## src/rtl/scan_pkg.sv

```systemverilog
package scan_pkg;
  localparam int PAL_N = 16;
  localparam int COL_W = 6;
  localparam int PIX_W = 4;
  localparam int DLY_N = 8;

  localparam logic [4:0] REG_MODE   = 5'd0;
  localparam logic [4:0] REG_BASE   = 5'd1;
  localparam logic [4:0] REG_STRIDE = 5'd2;
  localparam logic [4:0] REG_SCROLL = 5'd3;
  localparam logic [4:0] REG_PAL    = 5'd16;

  typedef struct packed {
    logic [2:0] base;
    logic [1:0] bpp_sel;
  } mode_t;

  // log2 of bits per pixel: 1->0, 2->1, 4->2
  function automatic logic [1:0] bpp_log2(logic [1:0] sel);
    case (sel)
      2'd0:    return 2'd0;
      2'd1:    return 2'd1;
      default: return 2'd2;
    endcase
  endfunction
endpackage

```

## src/rtl/scan_timing.sv

```systemverilog
module scan_timing #(
  parameter int H_TOTAL  = 256,
  parameter int H_ACTIVE = 160,
  parameter int H_START  = 48,
  parameter int HS_START = 8,
  parameter int HS_WIDTH = 16,
  parameter int V_TOTAL  = 262,
  parameter int V_ACTIVE = 200,
  parameter int VS_START = 220,
  parameter int VS_WIDTH = 3,
  parameter int HW       = $clog2(H_TOTAL)
) (
  input  logic          clk_i,
  input  logic          rst_ni,
  output logic [HW-1:0] hcnt_o,
  output logic          line_end_o,
  output logic          vis_line_o,
  output logic          reload_o,
  output logic          hs_o,
  output logic          vs_o,
  output logic          win_o
);
  localparam int VW = $clog2(V_TOTAL);
  localparam logic [HW-1:0] H_LAST = HW'(H_TOTAL - 1);
  localparam logic [HW-1:0] HS_A   = HW'(HS_START);
  localparam logic [HW-1:0] HS_B   = HW'(HS_START + HS_WIDTH);
  localparam logic [HW-1:0] WIN_A  = HW'(H_START + 4);
  localparam logic [HW-1:0] WIN_B  = HW'(H_START + H_ACTIVE - 4);
  localparam logic [VW-1:0] V_LAST = VW'(V_TOTAL - 1);
  localparam logic [VW-1:0] V_ACT  = VW'(V_ACTIVE);
  localparam logic [VW-1:0] VS_A   = VW'(VS_START);
  localparam logic [VW-1:0] VS_B   = VW'(VS_START + VS_WIDTH);

  logic [VW-1:0] vcnt_q;

  always_ff @(posedge clk_i or negedge rst_ni) begin
    if (!rst_ni) begin
      hcnt_o <= '0;
      vcnt_q <= '0;
    end else if (line_end_o) begin
      hcnt_o <= '0;
      vcnt_q <= (vcnt_q == V_LAST) ? '0 : vcnt_q + 1'b1;
    end else begin
      hcnt_o <= hcnt_o + 1'b1;
    end
  end

  always_comb begin
    line_end_o = (hcnt_o == H_LAST);
    vis_line_o = (vcnt_q < V_ACT);
    reload_o   = (hcnt_o == '0) && (vcnt_q == VS_A);
    hs_o       = (hcnt_o >= HS_A) && (hcnt_o < HS_B);
    vs_o       = (vcnt_q >= VS_A) && (vcnt_q < VS_B);
    win_o      = vis_line_o && (hcnt_o >= WIN_A) && (hcnt_o < WIN_B);
  end


  vs_line_steady_chk: assert property (@(posedge clk_i) disable iff (!rst_ni)
    !line_end_o |=> $stable(vs_o));
endmodule

```

## src/rtl/scan_regs.sv

```systemverilog
module scan_regs
  import scan_pkg::*;
#(
  parameter int ADDR_W = 16
) (
  input  logic                        clk_i,
  input  logic                        rst_ni,
  input  logic                        wr_en_i,
  input  logic [4:0]                  wr_addr_i,
  input  logic [15:0]                 wr_data_i,
  input  logic                        line_end_i,
  output mode_t                       mode_o,
  output logic [2:0]                  scroll_o,
  output logic [PAL_N-1:0][COL_W-1:0] pal_o,
  output logic [ADDR_W-1:0]           base_o,
  output logic [ADDR_W-1:0]           stride_o
);
  mode_t                       mode_sh;
  logic [2:0]                  scroll_sh;
  logic [PAL_N-1:0][COL_W-1:0] pal_sh;

  always_ff @(posedge clk_i or negedge rst_ni) begin
    if (!rst_ni) begin
      mode_sh   <= '0;
      scroll_sh <= '0;
      base_o    <= '0;
      stride_o  <= ADDR_W'(20);
    end else if (wr_en_i) begin
      case (wr_addr_i)
        REG_MODE:   mode_sh   <= mode_t'(wr_data_i[4:0]);
        REG_BASE:   base_o    <= wr_data_i[ADDR_W-1:0];
        REG_STRIDE: stride_o  <= wr_data_i[ADDR_W-1:0];
        REG_SCROLL: scroll_sh <= wr_data_i[2:0];
        default: ;
      endcase
    end
  end

  // active copies follow the shadows only at a line boundary
  always_ff @(posedge clk_i or negedge rst_ni) begin
    if (!rst_ni) begin
      mode_o   <= '0;
      scroll_o <= '0;
    end else if (line_end_i) begin
      mode_o   <= mode_sh;
      scroll_o <= scroll_sh;
    end
  end

  for (genvar i = 0; i < PAL_N; i++) begin : g_pal
    always_ff @(posedge clk_i or negedge rst_ni) begin
      if (!rst_ni) begin
        pal_sh[i] <= '0;
        pal_o[i]  <= '0;
      end else begin
        if (wr_en_i && wr_addr_i == (REG_PAL + 5'(i)))
          pal_sh[i] <= wr_data_i[COL_W-1:0];
        if (line_end_i)
          pal_o[i] <= pal_sh[i];
      end
    end
  end


  mode_line_hold_chk: assert property (@(posedge clk_i) disable iff (!rst_ni)
    !line_end_i |=> $stable(mode_o));

  scroll_line_hold_chk: assert property (@(posedge clk_i) disable iff (!rst_ni)
    !line_end_i |=> $stable(scroll_o));
endmodule

```

## src/rtl/scan_fetch.sv

```systemverilog
module scan_fetch
  import scan_pkg::*;
#(
  parameter int H_START  = 48,
  parameter int H_ACTIVE = 160,
  parameter int ADDR_W   = 16,
  parameter int HW       = 8
) (
  input  logic              clk_i,
  input  logic              rst_ni,
  input  logic [HW-1:0]     hcnt_i,
  input  logic              vis_line_i,
  input  logic              line_end_i,
  input  logic              reload_i,
  input  logic [1:0]        bpp_sel_i,
  input  logic [ADDR_W-1:0] base_i,
  input  logic [ADDR_W-1:0] stride_i,
  output logic              mem_rd_o,
  output logic [ADDR_W-1:0] mem_addr_o,
  input  logic [7:0]        mem_rdata_i,
  output logic [PIX_W-1:0]  pix_o
);
  // pixel 0 leaves the shifter 4 pixels before the window; request, memory
  // and load registers put the first request 3 cycles earlier still
  localparam int FS = H_START - 7;
  localparam logic [HW-1:0] FS_L = HW'(FS);
  localparam logic [HW-1:0] FE_L = HW'(FS + H_ACTIVE);

  logic [1:0]        lb;
  logic [2:0]        ppb_m;
  logic [HW-1:0]     pos;
  logic [HW-1:0]     byte_idx;
  logic              fetch_now;
  logic              ld_q;
  logic [7:0]        sh_q;
  logic [ADDR_W-1:0] line_addr_q;

  always_comb begin
    lb = bpp_log2(bpp_sel_i);
    case (lb)
      2'd0:    ppb_m = 3'd7;
      2'd1:    ppb_m = 3'd3;
      default: ppb_m = 3'd1;
    endcase
    pos       = hcnt_i - FS_L;
    byte_idx  = pos >> (2'd3 - lb);
    fetch_now = vis_line_i && (hcnt_i >= FS_L) && (hcnt_i < FE_L)
                && ((pos[2:0] & ppb_m) == 3'd0);
  end

  always_ff @(posedge clk_i or negedge rst_ni) begin
    if (!rst_ni) begin
      line_addr_q <= '0;
    end else if (reload_i) begin
      line_addr_q <= base_i;
    end else if (line_end_i && vis_line_i) begin
      line_addr_q <= line_addr_q + stride_i;
    end
  end

  always_ff @(posedge clk_i or negedge rst_ni) begin
    if (!rst_ni) begin
      mem_rd_o   <= 1'b0;
      mem_addr_o <= '0;
      ld_q       <= 1'b0;
      sh_q       <= '0;
    end else begin
      mem_rd_o <= fetch_now;
      if (fetch_now) mem_addr_o <= line_addr_q + ADDR_W'(byte_idx);
      ld_q <= mem_rd_o;
      if (ld_q) sh_q <= mem_rdata_i;
      else      sh_q <= sh_q << (4'd1 << lb);
    end
  end

  always_comb begin
    case (lb)
      2'd0:    pix_o = {3'b000, sh_q[7]};
      2'd1:    pix_o = {2'b00, sh_q[7:6]};
      default: pix_o = sh_q[7:4];
    endcase
  end


  no_back_to_back_rd_chk: assert property (@(posedge clk_i) disable iff (!rst_ni)
    mem_rd_o |=> !mem_rd_o);
endmodule

```

## src/rtl/scan_out.sv

```systemverilog
module scan_out
  import scan_pkg::*;
(
  input  logic                        clk_i,
  input  logic                        rst_ni,
  input  logic [PIX_W-1:0]            pix_i,
  input  mode_t                       mode_i,
  input  logic [PAL_N-1:0][COL_W-1:0] pal_i,
  input  logic [2:0]                  scroll_i,
  input  logic                        win_i,
  input  logic                        hs_i,
  input  logic                        vs_i,
  output logic [COL_W-1:0]            rgb_o,
  output logic                        hsync_o,
  output logic                        vsync_o,
  output logic                        blank_o
);
  logic [3:0]                  idx;
  logic [DLY_N-1:0][COL_W-1:0] dly_q;
  logic                        win_q, hs_q, vs_q;

  always_comb begin
    case (bpp_log2(mode_i.bpp_sel))
      2'd0:    idx = {mode_i.base, pix_i[0]};
      2'd1:    idx = {mode_i.base[1:0], pix_i[1:0]};
      default: idx = pix_i;
    endcase
  end

  always_ff @(posedge clk_i or negedge rst_ni) begin
    if (!rst_ni) dly_q[0] <= '0;
    else         dly_q[0] <= pal_i[idx];
  end

  for (genvar i = 1; i < DLY_N; i++) begin : g_dly
    always_ff @(posedge clk_i or negedge rst_ni) begin
      if (!rst_ni) dly_q[i] <= '0;
      else         dly_q[i] <= dly_q[i-1];
    end
  end

  always_ff @(posedge clk_i or negedge rst_ni) begin
    if (!rst_ni) begin
      win_q   <= 1'b0;
      hs_q    <= 1'b0;
      vs_q    <= 1'b0;
      rgb_o   <= '0;
      hsync_o <= 1'b0;
      vsync_o <= 1'b0;
      blank_o <= 1'b1;
    end else begin
      win_q   <= win_i;
      hs_q    <= hs_i;
      vs_q    <= vs_i;
      hsync_o <= hs_q;
      vsync_o <= vs_q;
      blank_o <= !win_q;
      rgb_o   <= win_q ? dly_q[scroll_i] : '0;
    end
  end


  sync_in_blank_chk: assert property (@(posedge clk_i) disable iff (!rst_ni)
    !blank_o |-> (!hsync_o && !vsync_o));
endmodule

```

## src/rtl/bitmap_scanout.sv

```systemverilog
module bitmap_scanout
  import scan_pkg::*;
#(
  parameter int H_TOTAL  = 256,
  parameter int H_ACTIVE = 160,
  parameter int H_START  = 48,
  parameter int HS_START = 8,
  parameter int HS_WIDTH = 16,
  parameter int V_TOTAL  = 262,
  parameter int V_ACTIVE = 200,
  parameter int VS_START = 220,
  parameter int VS_WIDTH = 3,
  parameter int ADDR_W   = 16
) (
  input  logic              clk_i,
  input  logic              rst_ni,
  input  logic              wr_en_i,
  input  logic [4:0]        wr_addr_i,
  input  logic [15:0]       wr_data_i,
  output logic              mem_rd_o,
  output logic [ADDR_W-1:0] mem_addr_o,
  input  logic [7:0]        mem_rdata_i,
  output logic [5:0]        rgb_o,
  output logic              hsync_o,
  output logic              vsync_o,
  output logic              blank_o
);
  localparam int HW = $clog2(H_TOTAL);

  logic [HW-1:0]               hcnt;
  logic                        line_end, vis_line, reload, hs, vs, win;
  mode_t                       mode;
  logic [2:0]                  scroll;
  logic [PAL_N-1:0][COL_W-1:0] pal;
  logic [ADDR_W-1:0]           base, stride;
  logic [PIX_W-1:0]            pix;

  scan_timing #(
    .H_TOTAL(H_TOTAL), .H_ACTIVE(H_ACTIVE), .H_START(H_START),
    .HS_START(HS_START), .HS_WIDTH(HS_WIDTH), .V_TOTAL(V_TOTAL),
    .V_ACTIVE(V_ACTIVE), .VS_START(VS_START), .VS_WIDTH(VS_WIDTH), .HW(HW)
  ) u_timing (
    .clk_i, .rst_ni, .hcnt_o(hcnt), .line_end_o(line_end),
    .vis_line_o(vis_line), .reload_o(reload), .hs_o(hs), .vs_o(vs), .win_o(win)
  );

  scan_regs #(.ADDR_W(ADDR_W)) u_regs (
    .clk_i, .rst_ni, .wr_en_i, .wr_addr_i, .wr_data_i, .line_end_i(line_end),
    .mode_o(mode), .scroll_o(scroll), .pal_o(pal), .base_o(base), .stride_o(stride)
  );

  scan_fetch #(
    .H_START(H_START), .H_ACTIVE(H_ACTIVE), .ADDR_W(ADDR_W), .HW(HW)
  ) u_fetch (
    .clk_i, .rst_ni, .hcnt_i(hcnt), .vis_line_i(vis_line), .line_end_i(line_end),
    .reload_i(reload), .bpp_sel_i(mode.bpp_sel), .base_i(base), .stride_i(stride),
    .mem_rd_o, .mem_addr_o, .mem_rdata_i, .pix_o(pix)
  );

  scan_out u_out (
    .clk_i, .rst_ni, .pix_i(pix), .mode_i(mode), .pal_i(pal), .scroll_i(scroll),
    .win_i(win), .hs_i(hs), .vs_i(vs),
    .rgb_o, .hsync_o, .vsync_o, .blank_o
  );
endmodule

```

## config.mk

```make
export PLATFORM = sky130hd
export DESIGN_NAME = bitmap_scanout
export DESIGN_NICKNAME = d
export VERILOG_FILES = /design/src/rtl/scan_pkg.sv /design/src/rtl/scan_timing.sv /design/src/rtl/scan_regs.sv /design/src/rtl/scan_fetch.sv /design/src/rtl/scan_out.sv /design/src/rtl/bitmap_scanout.sv
export SDC_FILE = /design/constraint.sdc
export NUM_CORES = 1
export LEC_CHECK = 0
export ABC_AREA = 1
export BUFFER_PORTS_ARGS = -buffer_cell sky130_fd_sc_hd__buf_2
export CAP_MARGIN = 25
export CELL_PAD_IN_SITES_DETAIL_PLACEMENT = 0
export CELL_PAD_IN_SITES_GLOBAL_PLACEMENT = 1
export CORE_MARGIN = 3
export CORE_UTILIZATION = 48
export CTS_CLUSTER_SIZE = 14
export DETAILED_ROUTE_END_ITERATION = 10
export GPL_ROUTABILITY_DRIVEN = 0
export HOLD_SLACK_MARGIN = 0.12
export PLACE_DENSITY_LB_ADDON = 0.1
export SLEW_MARGIN = 20
export SYNTH_ARGS = -nofsm -noshare
export SYNTH_HDL_FRONTEND = slang
export SYNTH_SLANG_ARGS = --single-unit
```

## constraint.sdc

```tcl
create_clock -name clk_i -period 3.1 [get_ports clk_i]
set_clock_uncertainty 0.15 [all_clocks]
set_input_delay 0.31 -clock clk_i [delete_from_list [all_inputs] [get_ports clk_i]]
set_output_delay 0.31 -clock clk_i [all_outputs]
set_load 0.1 [all_outputs]
```

# Word-level counts from Yosys, hierarchy flattened
# Cells that the tools add are included.
# classes
n_addsub	6
order_cmp	11
n_eq_ne	24
n_shift	3
n_mux	14
n_bitwise	1
n_reduce_logical	36
# op_table
cell	n
equality test 5 bit (second input constant)	16
two-way mux 16 bit	2
logical AND 1 bit	25
binary-select mux 6 bit (select 4 bit)	1
binary-select mux 6 bit (select 3 bit)	1
less-than comparator 9 x 8 -> 1 bit (second input constant)	2
two-way mux 6 bit	3
adder 16 bit	1
adder 16 x 8 -> 16 bit	1
>= comparator 8 x 6 -> 1 bit (second input constant)	2
less-than comparator 8 bit (second input constant)	2
two-way mux 8 bit	2
one-hot mux 4 bit (2 select lines)	2
equality test 5 x 2 -> 1 bit (second input constant)	2
adder 9 x 1 -> 9 bit (second input constant)	1
equality test 9 x 8 -> 1 bit (second input constant)	1
equality test 9 bit (second input constant)	1
>= comparator 9 x 8 -> 1 bit (second input constant)	1
two-way mux 9 bit	1
adder 8 x 1 -> 8 bit (second input constant)	1
equality test 8 bit (second input constant)	1
>= comparator 8 x 4 -> 1 bit (second input constant)	1
logical NOT 8 bit	1
less-than comparator 8 x 5 -> 1 bit (second input constant)	1
18 further kinds	23
# totals
register_bits	359
in_bits	32
output_inout_bits	26
wordCells	157

# Logic depth before layout (Yosys ltp)
# Gate-level depths: netlist of run 1.
# depth
ltp_word	7
ltp_mapped	21

# Modules after synthesis
# From an unflattened synthesis of run 1, not the netlist that was laid out.
# unflattened
hier_cells	2030
hier_area_um2	17410.4
# modules_own_cells
module	n_inst	cells_each	area_per_inst_um2	seq_area_each_um2
scan_regs	1	853	9357.7	6008.3
scan_fetch	1	554	3608.5	1051.0
scan_out	1	471	3353.2	1502.7
scan_timing	1	152	1091.0	425.4

# Least setup slack after synthesis of run 1
# OpenSTA, ideal clock, no wires.
# synth_timing
path_kind	register to register
startpoint	register u_timing.hcnt_o[0]
endpoint	register u_fetch.mem_addr_o[15]
arrival_time_ns	2.367
slack_ns	0.464
path_stages_with_launch	20
path_buffers	0
cell_sequence	dfrtp_1 inv_1 ha_1 nand2_1 nand2_1 nand2_1 nand2_1 xor2_1 nand2_1 nand2_1 o21ai_0 ha_1 a21oi_1 inv_1 nand2_1 nand3_1 nand2_1 nand3_1 nand3_1 nand2_1
# synth_via
elab_chain_len	4
elab_cells_between_ends	10
cone_classes	add/sub: 2; order compare: 2; shift: 1; bitwise: 1; reduce/logical: 4
# synth_rtl
item	line_no	text
start, declared	scan_timing.sv:15	output logic [HW-1:0] hcnt_o,
start signal, assigned	scan_timing.sv:44	hcnt_o <= hcnt_o + 1'b1;
parallel branches: the longest is 4 deep, another holds adder 16 x 8 -> 16 bit	n/a	
end signal, assigned	scan_fetch.sv:69	if (fetch_now) mem_addr_o <= line_addr_q + ADDR_W'(byte_idx);
end, declared	scan_fetch.sv:19	output logic [ADDR_W-1:0] mem_addr_o,
# Several ways; the timed one is not identified.
# A chain may end at the register's enable or synchronous reset.

# Worst setup path after layout of run 1
# layout_timing
startpoint	register u_timing.hcnt_o[1]
endpoint	register u_fetch.mem_addr_o[15]
# The elaborated chain is that of the path after synthesis.

==> results.py, run 1 <==
metrics = {
    "synth": {
        "avgSynthCellArea_um2": 8.48,
        "yosysMostFrequentCell": "nand2_1",
        "synth_compound_area_share_pct": 12.3,
        "syn_inst": 1940,
        "synthFlopType": "dfrtp_1",
        "synthArstFlopShare_pct": 100,
        "ys_types": 44,
        "synth.largest_area_cell": "dfrtp_1",
        "synth-edff-count": 0,
        "synth_mux_area_share_pct": 0,
        "synth_top_family_by_area": "simple AND/OR/NAND/NOR gates",
        "ys_seq_area_share_pct": 54.6,
        "synth_xor_area_share_pct": 1.12,
        "synth_fa_ha_area_share_pct": 2.45,
        "yosys_warnings": 0,
        "synth_top_area_share_pct": 54.1,
        "synth_common_cells": "nand2_1 (511), dfrtp_1 (356), o21ai_0 (299), inv_1 (216), nand3_1 (144)",
        "synth_area_um2": 16500,
        "ys_seq_elements": 359,
        "synth-simple-area-share_pct": 21.5,
        "synth.net_count": 2003,
        "yosys-top-cells-area": "dfrtp_1 (54%), nand2_1 (12%), o21ai_0 (9.1%)",
    },
    "power_and_ir_drop": {
        "ir_drop_mv": 0.406,
        "p_total_mw": 10.7,
        "power.density_nw_per_um2": 571,
        "cellLeakagePower_nw": 9.34,
    },
    "setup_path": {
        "setup.worst_path.start_class": "flop",
        "crit_required_ns": 3.36,
        "end_kind": "flop",
        "critPathKind": "flop to flop",
        "crit_path_max_fanout": 4,
        "crit_arrival_ns": 3.11,
    },
    "routing": {
        "ant_nets": 0,
        "dr.pass1.iters": 5,
        "drc": 0,
        "drt_iter0_drc": 851,
        "vias": 13000,
        "routed_wl_um": 41400,
        "wl_per_cell_um": 16.7,
        "routed_via_density": 5.23,
    },
    "timing": {
        "fin_crit_sh_pct": 91.9,
        "finalCriticalPeriod_ns": 2.85,
        "slew_headroom_pct": 38.5,
        "setup-violations-final": 0,
        "max_freq_ghz": 0.351,
        "tightest_slew_ns": 0.922,
        "finalMaxSlewViolations": 0,
        "tns_ns": 0,
        "hold_viol": 0,
        "grt_setup_unrepaired": "false",
    },
    "clock_network": {
        "htree_levels": 2,
        "numCtsBuffers": 40,
        "cts_tree": "built",
        "cts.path.max_buffers": 3,
        "clkSlewWorstSetupHoldPaths_ns": 0.06,
        "clock_latency_ns": 0.53,
        "cts-root-buf": "clkbuf_16",
        "cts_num_sinks": 359,
    },
    "die": {
        "num_rows": 67,
        "start_util_pct": 48.8,
        "fp.dieArea_um2": 36500,
        "die_h_um": 191,
        "io_pins": 58,
        "core_area_um2": 33700,
        "fp.dieW_um": 191,
    },
    "global_routing": {
        "grt_max_degree": 147,
        "grt_pass1_wl_um": 68300,
        "antenna_found_initial": 0,
        "gr-total-overflow": 0,
        "grt_pass1_vias": 12700,
        "gr-usage-all-layers_pct": 23.3,
    },
    "cells_and_area": {
        "insertedDiodeCount": 0,
        "final_util_pct": 55.8,
        "area_growth_pct": 14.2,
        "regArea_um2": 8990,
        "multi_input_area_um2": 6180,
        "stdcell_count": 2480,
        "fill_cells": 3176,
        "drive_gt1_share_pct": 9.99,
        "final_nets": 2065,
    },
    "placed_design": {
        "hpwl_um": 27200,
        "dp.cells": 2384,
        "portBuffers": 57,
    },
    "flow_run": {
        "maxCapViolCount": 0,
    },
    "outcome": {
        "status": "completed",
    },
    "worst_hold_path": {
        "hold_class": "primary input to asynchronous set/reset pin",
    },
}
## metal layers
layer,up-vias,GRT usage [%],wire [um]
met3,67,3.54,2110
met2,283,35.2,18000
li1,6443,-,-
met4,0,5.22,843
met5,-,0,0
met1,6183,35.7,20500
## flip-flops by register name (all words and copies together) (netlist names), 3 cells and up
name	flops
u_regs.pal_o	96
u_regs.pal_sh	96
u_out.dly_q	48
u_fetch.line_addr_q	16
u_fetch.mem_addr_o	16
u_regs.base_o	16
u_regs.stride_o	16
u_timing.vcnt_q	9
u_fetch.sh_q	8
u_timing.hcnt_o	8
u_out.rgb_o	6
u_regs.mode_o	5
u_regs.mode_sh	5
u_regs.scroll_o	3
u_regs.scroll_sh	3
## metrics by stage
stage	cell area, um^2	hold slack, ns	setup WS (ns)
after CTS	18700	0.147	0.111
final	18800	0.132	0.250
after global placement	17200	0.113	0.235
after detailed placement	17200	0.108	0.167
after floorplan	16500	-0.136	0.464
after global routing	18800	0.174	0.00727
## cell usage in the layout (no fill, tap or decap), drive strengths merged
master       synthesis  routed
bufinv               0       4
a211oi               1       1
nor2                80      80
conb                 1       1
clkinvlp             0       1
a21o                 1       1
clkbuf              45      54
nand3b               2       2
a22oi                1       1
dfrtp              356     356
a22o                 2       2
xor2                12      12
nand3              148     148
o22ai                8       8
fa                   2       2
buf                 50      95
ha                  29      29
nor3                16      16
nand2              516     516
a32oi                1       1
a21oi               31      31
clkinv               2      13
inv                227     229
xnor2                9       9
a31oi                7       7
o221ai               5       5
and3b                1       1
dfstp                3       3
and3                 1       1
o21bai               1       1
nand4               57      57
a221oi               2       2
nor4                 2       2
o21ai              313     313
dlygate4sd3          0      20
o211ai               5       5
o21a                 3       3
## report_power, final
part           internal [mW]  switching (mW)  total (mW)
clock                   2.89            1.91        4.80
sequential              5.04           0.188        5.23
combinational          0.261           0.441       0.701
total                   8.19            2.54        10.7
## cell type report
cell class | count | area share [%]
clock buffers | 54 | 5.98
clock inverters | 18 | 1.17
inverters | 229 | 4.60
multi-input cells | 1257 | 32.9
flip-flops and latches | 359 | 47.8
well taps | 448 | 2.98
repair buffers | 115 | 4.56
## timing repair
item,CTS,global route
gates resized for setup,0,9
hold buffers,20,0
endpoints found under the setup margin,0,11
endpoints found under the hold margin,348,0
setup buffers,0,4
## cell families after synthesis
kind of cell / Yosys count
AND/OR/NAND/NOR: 823
AO/OA/AOI/OAI: 381
flip-flops: 359
buffers and inverters: 324
adder cells (fa/ha/maj): 31
XOR/XNOR: 21
other: 1
## worst max-delay path: stages (launching register included)
cell and delay (ns):
dfrtp_1 0.38, inv_1 0.10, ha_4 0.18, nand2_1 0.06
nand2_1 0.06, nand2_1 0.11, nand2_2 0.08, xor2_2 0.21
nand2_1 0.07, nand2_1 0.09, o21ai_1 0.07, ha_1 0.36
a21oi_2 0.19, inv_1 0.06, nand2_1 0.07, nand3_1 0.14
nand2_1 0.12, nand3_1 0.08, nand3_1 0.09, nand2_1 0.05
## final timing paths
check | endpoint | slack, ns | cells after the start | start
setup / recovery | u_fetch.mem_addr_o[15] | 0.25 | 19 | u_timing.hcnt_o[1]
hold / removal | u_out.rgb_o[2] | 0.13 | 2 | rst_ni
setup reg to reg | u_fetch.mem_addr_o[15] | 0.25 | 19 | u_timing.hcnt_o[1]
hold reg to reg | u_out.vsync_o | 0.20 | 0 | u_out.vs_q
max in group asynchronous | u_regs.pal_sh[8] | 1.77 | 3 | rst_ni
min in group clk_i | u_regs.pal_sh[55] | 0.20 | 4 | wr_data_i[1]
No activity file was read; power rests on OpenSTA's default activity.
==> run 2, diff against run 1 <==
--- a/config.mk
+++ b/config.mk
@@ -6,7 +6,7 @@
 export NUM_CORES = 1
 export LEC_CHECK = 0
 export ABC_AREA = 1
-export BUFFER_PORTS_ARGS = -buffer_cell sky130_fd_sc_hd__buf_2
+export BUFFER_PORTS_ARGS = -buffer_cell sky130_fd_sc_hd__buf_4
 export CAP_MARGIN = 25
 export CELL_PAD_IN_SITES_DETAIL_PLACEMENT = 0
 export CELL_PAD_IN_SITES_GLOBAL_PLACEMENT = 1
==> run 2 against run 1 <==
- combinational power is 2% higher
- clock power is 3% lower
- critical path depth stayed put
- core utilization is 0.17 points higher
- final area is 0.31% higher
- sequential share of layout area is 0.15 points lower
- power is 1.2% lower
- via count is 0.46% lower
==> results.py, run 2 (same netlist as run 1, synthesis figures left out) <==
metrics = {
    "outcome": {
        "status": "completed",
    },
    "placed_design": {
        "placed_cell_area_um2": 17300,
        "dp_worst_setup_slack_ns": 0.185,
        "hpwl_um": 26800,
        "portBuffers": 57,
    },
    "global_routing": {
        "gr-usage-all-layers_pct": 23.4,
        "gr-total-overflow": 0,
        "grt_max_degree": 116,
        "met3_usage_pct": 3.52,
        "antenna_found_initial": 0,
        "grt_pass1_vias": 12600,
        "grt_pass1_wl_um": 68500,
        "busiest_layer": "met1",
        "met2_usage_pct": 35.3,
        "grt_util_met1_pct": 36.1,
    },
    "routing": {
        "routed_via_density": 5.23,
        "vias": 12900,
        "dr.pass1.iters": 5,
        "drt_iter0_drc": 957,
        "ant_nets": 0,
        "routed_wl_um": 41600,
        "drc": 0,
        "wl_per_cell_um": 16.8,
    },
    "setup_path": {
        "timing.reg2reg.setup_slack_ns": 0.24,
        "crit_start": "u_timing.hcnt_o[1]",
        "setup.worst_path.start_class": "flop",
        "rr_worst_depth": 19,
        "end_kind": "flop",
        "regToRegEndpoint": "u_fetch.mem_addr_o[15]",
        "endpoint": "u_fetch.mem_addr_o[15]",
        "critPathKind": "flop to flop",
        "crit_required_ns": 3.37,
        "crit_path_max_fanout": 4,
        "crit_arrival_ns": 3.14,
        "r2r_start": "u_timing.hcnt_o[1]",
    },
    "cells_and_area": {
        "insertedDiodeCount": 0,
        "top_regs": "u_regs.pal_o x96, u_regs.pal_sh x96, u_out.dly_q x48",
        "final_nets": 2056,
        "post-route-cell-area_um2": 18800,
        "fill_cells": 3135,
        "drive_gt1_share_pct": 9.39,
        "final_cell_mix": "nand2_1 (509), dfrtp_1 (356), o21ai_0 (298)",
        "final_common_cell": "nand2_1",
        "area_growth_pct": 14.5,
    },
    "timing": {
        "hold-worst-slack_ns": 0.164,
        "finalMaxSlewViolations": 0,
        "tightest_slew_ns": 0.961,
        "max_freq_ghz": 0.349,
        "worst_slack_ns": 0.238,
        "setup-violations-final": 0,
        "hold_viol": 0,
        "finalCriticalPeriod_ns": 2.86,
        "fin_crit_sh_pct": 92.3,
        "slew_headroom_pct": 35.8,
    },
    "power_and_ir_drop": {
        "cellLeakagePower_nw": 9.31,
        "ir_drop_mv": 0.390,
        "power.density_nw_per_um2": 563,
    },
    "clock_network": {
        "cts.path.max_buffers": 3,
        "htree_levels": 2,
        "cts_tree": "built",
        "cts-root-buf": "clkbuf_16",
        "post_cts_buffers": 0,
        "clock_latency_ns": 0.54,
        "clkSlewWorstSetupHoldPaths_ns": 0.06,
        "numCtsBuffers": 40,
        "cts_num_sinks": 359,
    },
    "die": {
        "io_pins": 58,
        "start_util_pct": 48.8,
        "core_area_um2": 33700,
        "fp.dieArea_um2": 36500,
        "die_h_um": 191,
        "num_rows": 67,
        "fp.dieW_um": 191,
    },
    "flow_run": {
        "maxCapViolCount": 0,
    },
    "worst_hold_path": {
        "hold_class": "primary input to flop",
    },
}
[run 2: changes by cell type in the layout (fill, tap and decap cells not counted), sizes merged]
| cell | before | now |
|---|---|---|
| clkbuf | 54 | 62 |
| dlygate4sd3 | 20 | 19 |
| bufinv | 4 | 1 |
| clkinvlp | 1 | 0 |
| clkinv | 13 | 9 |
| buf | 95 | 87 |
[run 2: what timing repair did]
item,4_1_cts,5_1_grt
endpoints found under the hold margin,318,0
gates resized for setup,0,7
setup endpoints to repair,0,8
hold buffers,19,0
[run 2: critical path: stages (launching register included)]
cell     delay, ns
dfrtp_1       0.41
inv_1         0.10
ha_2          0.21
nand2_1       0.06
nand2_1       0.07
nand2_1       0.08
nand2_1       0.13
xor2_2        0.19
nand2_1       0.07
nand2_1       0.09
o21ai_0       0.09
ha_1          0.38
a21oi_2       0.20
inv_1         0.06
nand2_1       0.08
nand3_1       0.14
nand2_2       0.09
nand3_1       0.06
nand3_1       0.08
nand2_1       0.05
[run 2: layout make-up]
class	count	area, um^2	area share, %
Clock buffer	62	1190	6.33
Clock inverter	10	105	0.558
Inverter	229	865	4.59
Multi-Input combinational cell	1257	6160	32.7
Sequential cell	359	8990	47.7
Tap cell	448	561	2.97
Timing Repair Buffer	106	971	5.15
[run 2: how the worst min path moves through the flow]
stage	startpoint	to	slack, ns	depth (start not counted)
after floorplan	rst_ni	u_fetch.ld_q	-0.14	0
after global placement	rst_ni	u_out.rgb_o[2]	0.15	1
after detailed placement	rst_ni	u_out.rgb_o[2]	0.15	1
after CTS	wr_data_i[1]	u_regs.pal_sh[85]	0.17	3
after global routing	wr_data_i[1]	u_regs.pal_sh[91]	0.18	3
final	wr_data_i[1]	u_regs.pal_sh[85]	0.16	3
[run 2: routing by layer]
metal	up-vias	wire length (um)
met5	-	0
met4	0	721
li1	6433	-
met2	262	18000
met1	6170	20700
met3	51	2060
[run 2: where the power goes]
group          internal (mW)  leakage (nW)  switching, mW
Combinational          0.273          3.85          0.439
Sequential              5.04          4.82          0.196
Clock                   2.75         0.644           1.91
Total                   8.06          9.31           2.54
[run 2: metrics by stage]
step | total power, mW | TNS, ns | std cells | util, %
floorplan | 5.69 | 0 | 1940 | -
detailed placement | 6.02 | 0 | 2380 | 51.4
global placement | 5.98 | 0 | 2379 | 51.4
global route | 11.1 | -0.0553 | 2471 | 55.9
CTS | 10.7 | 0 | 2471 | 55.9
finish | 10.6 | 0 | 2471 | 55.9
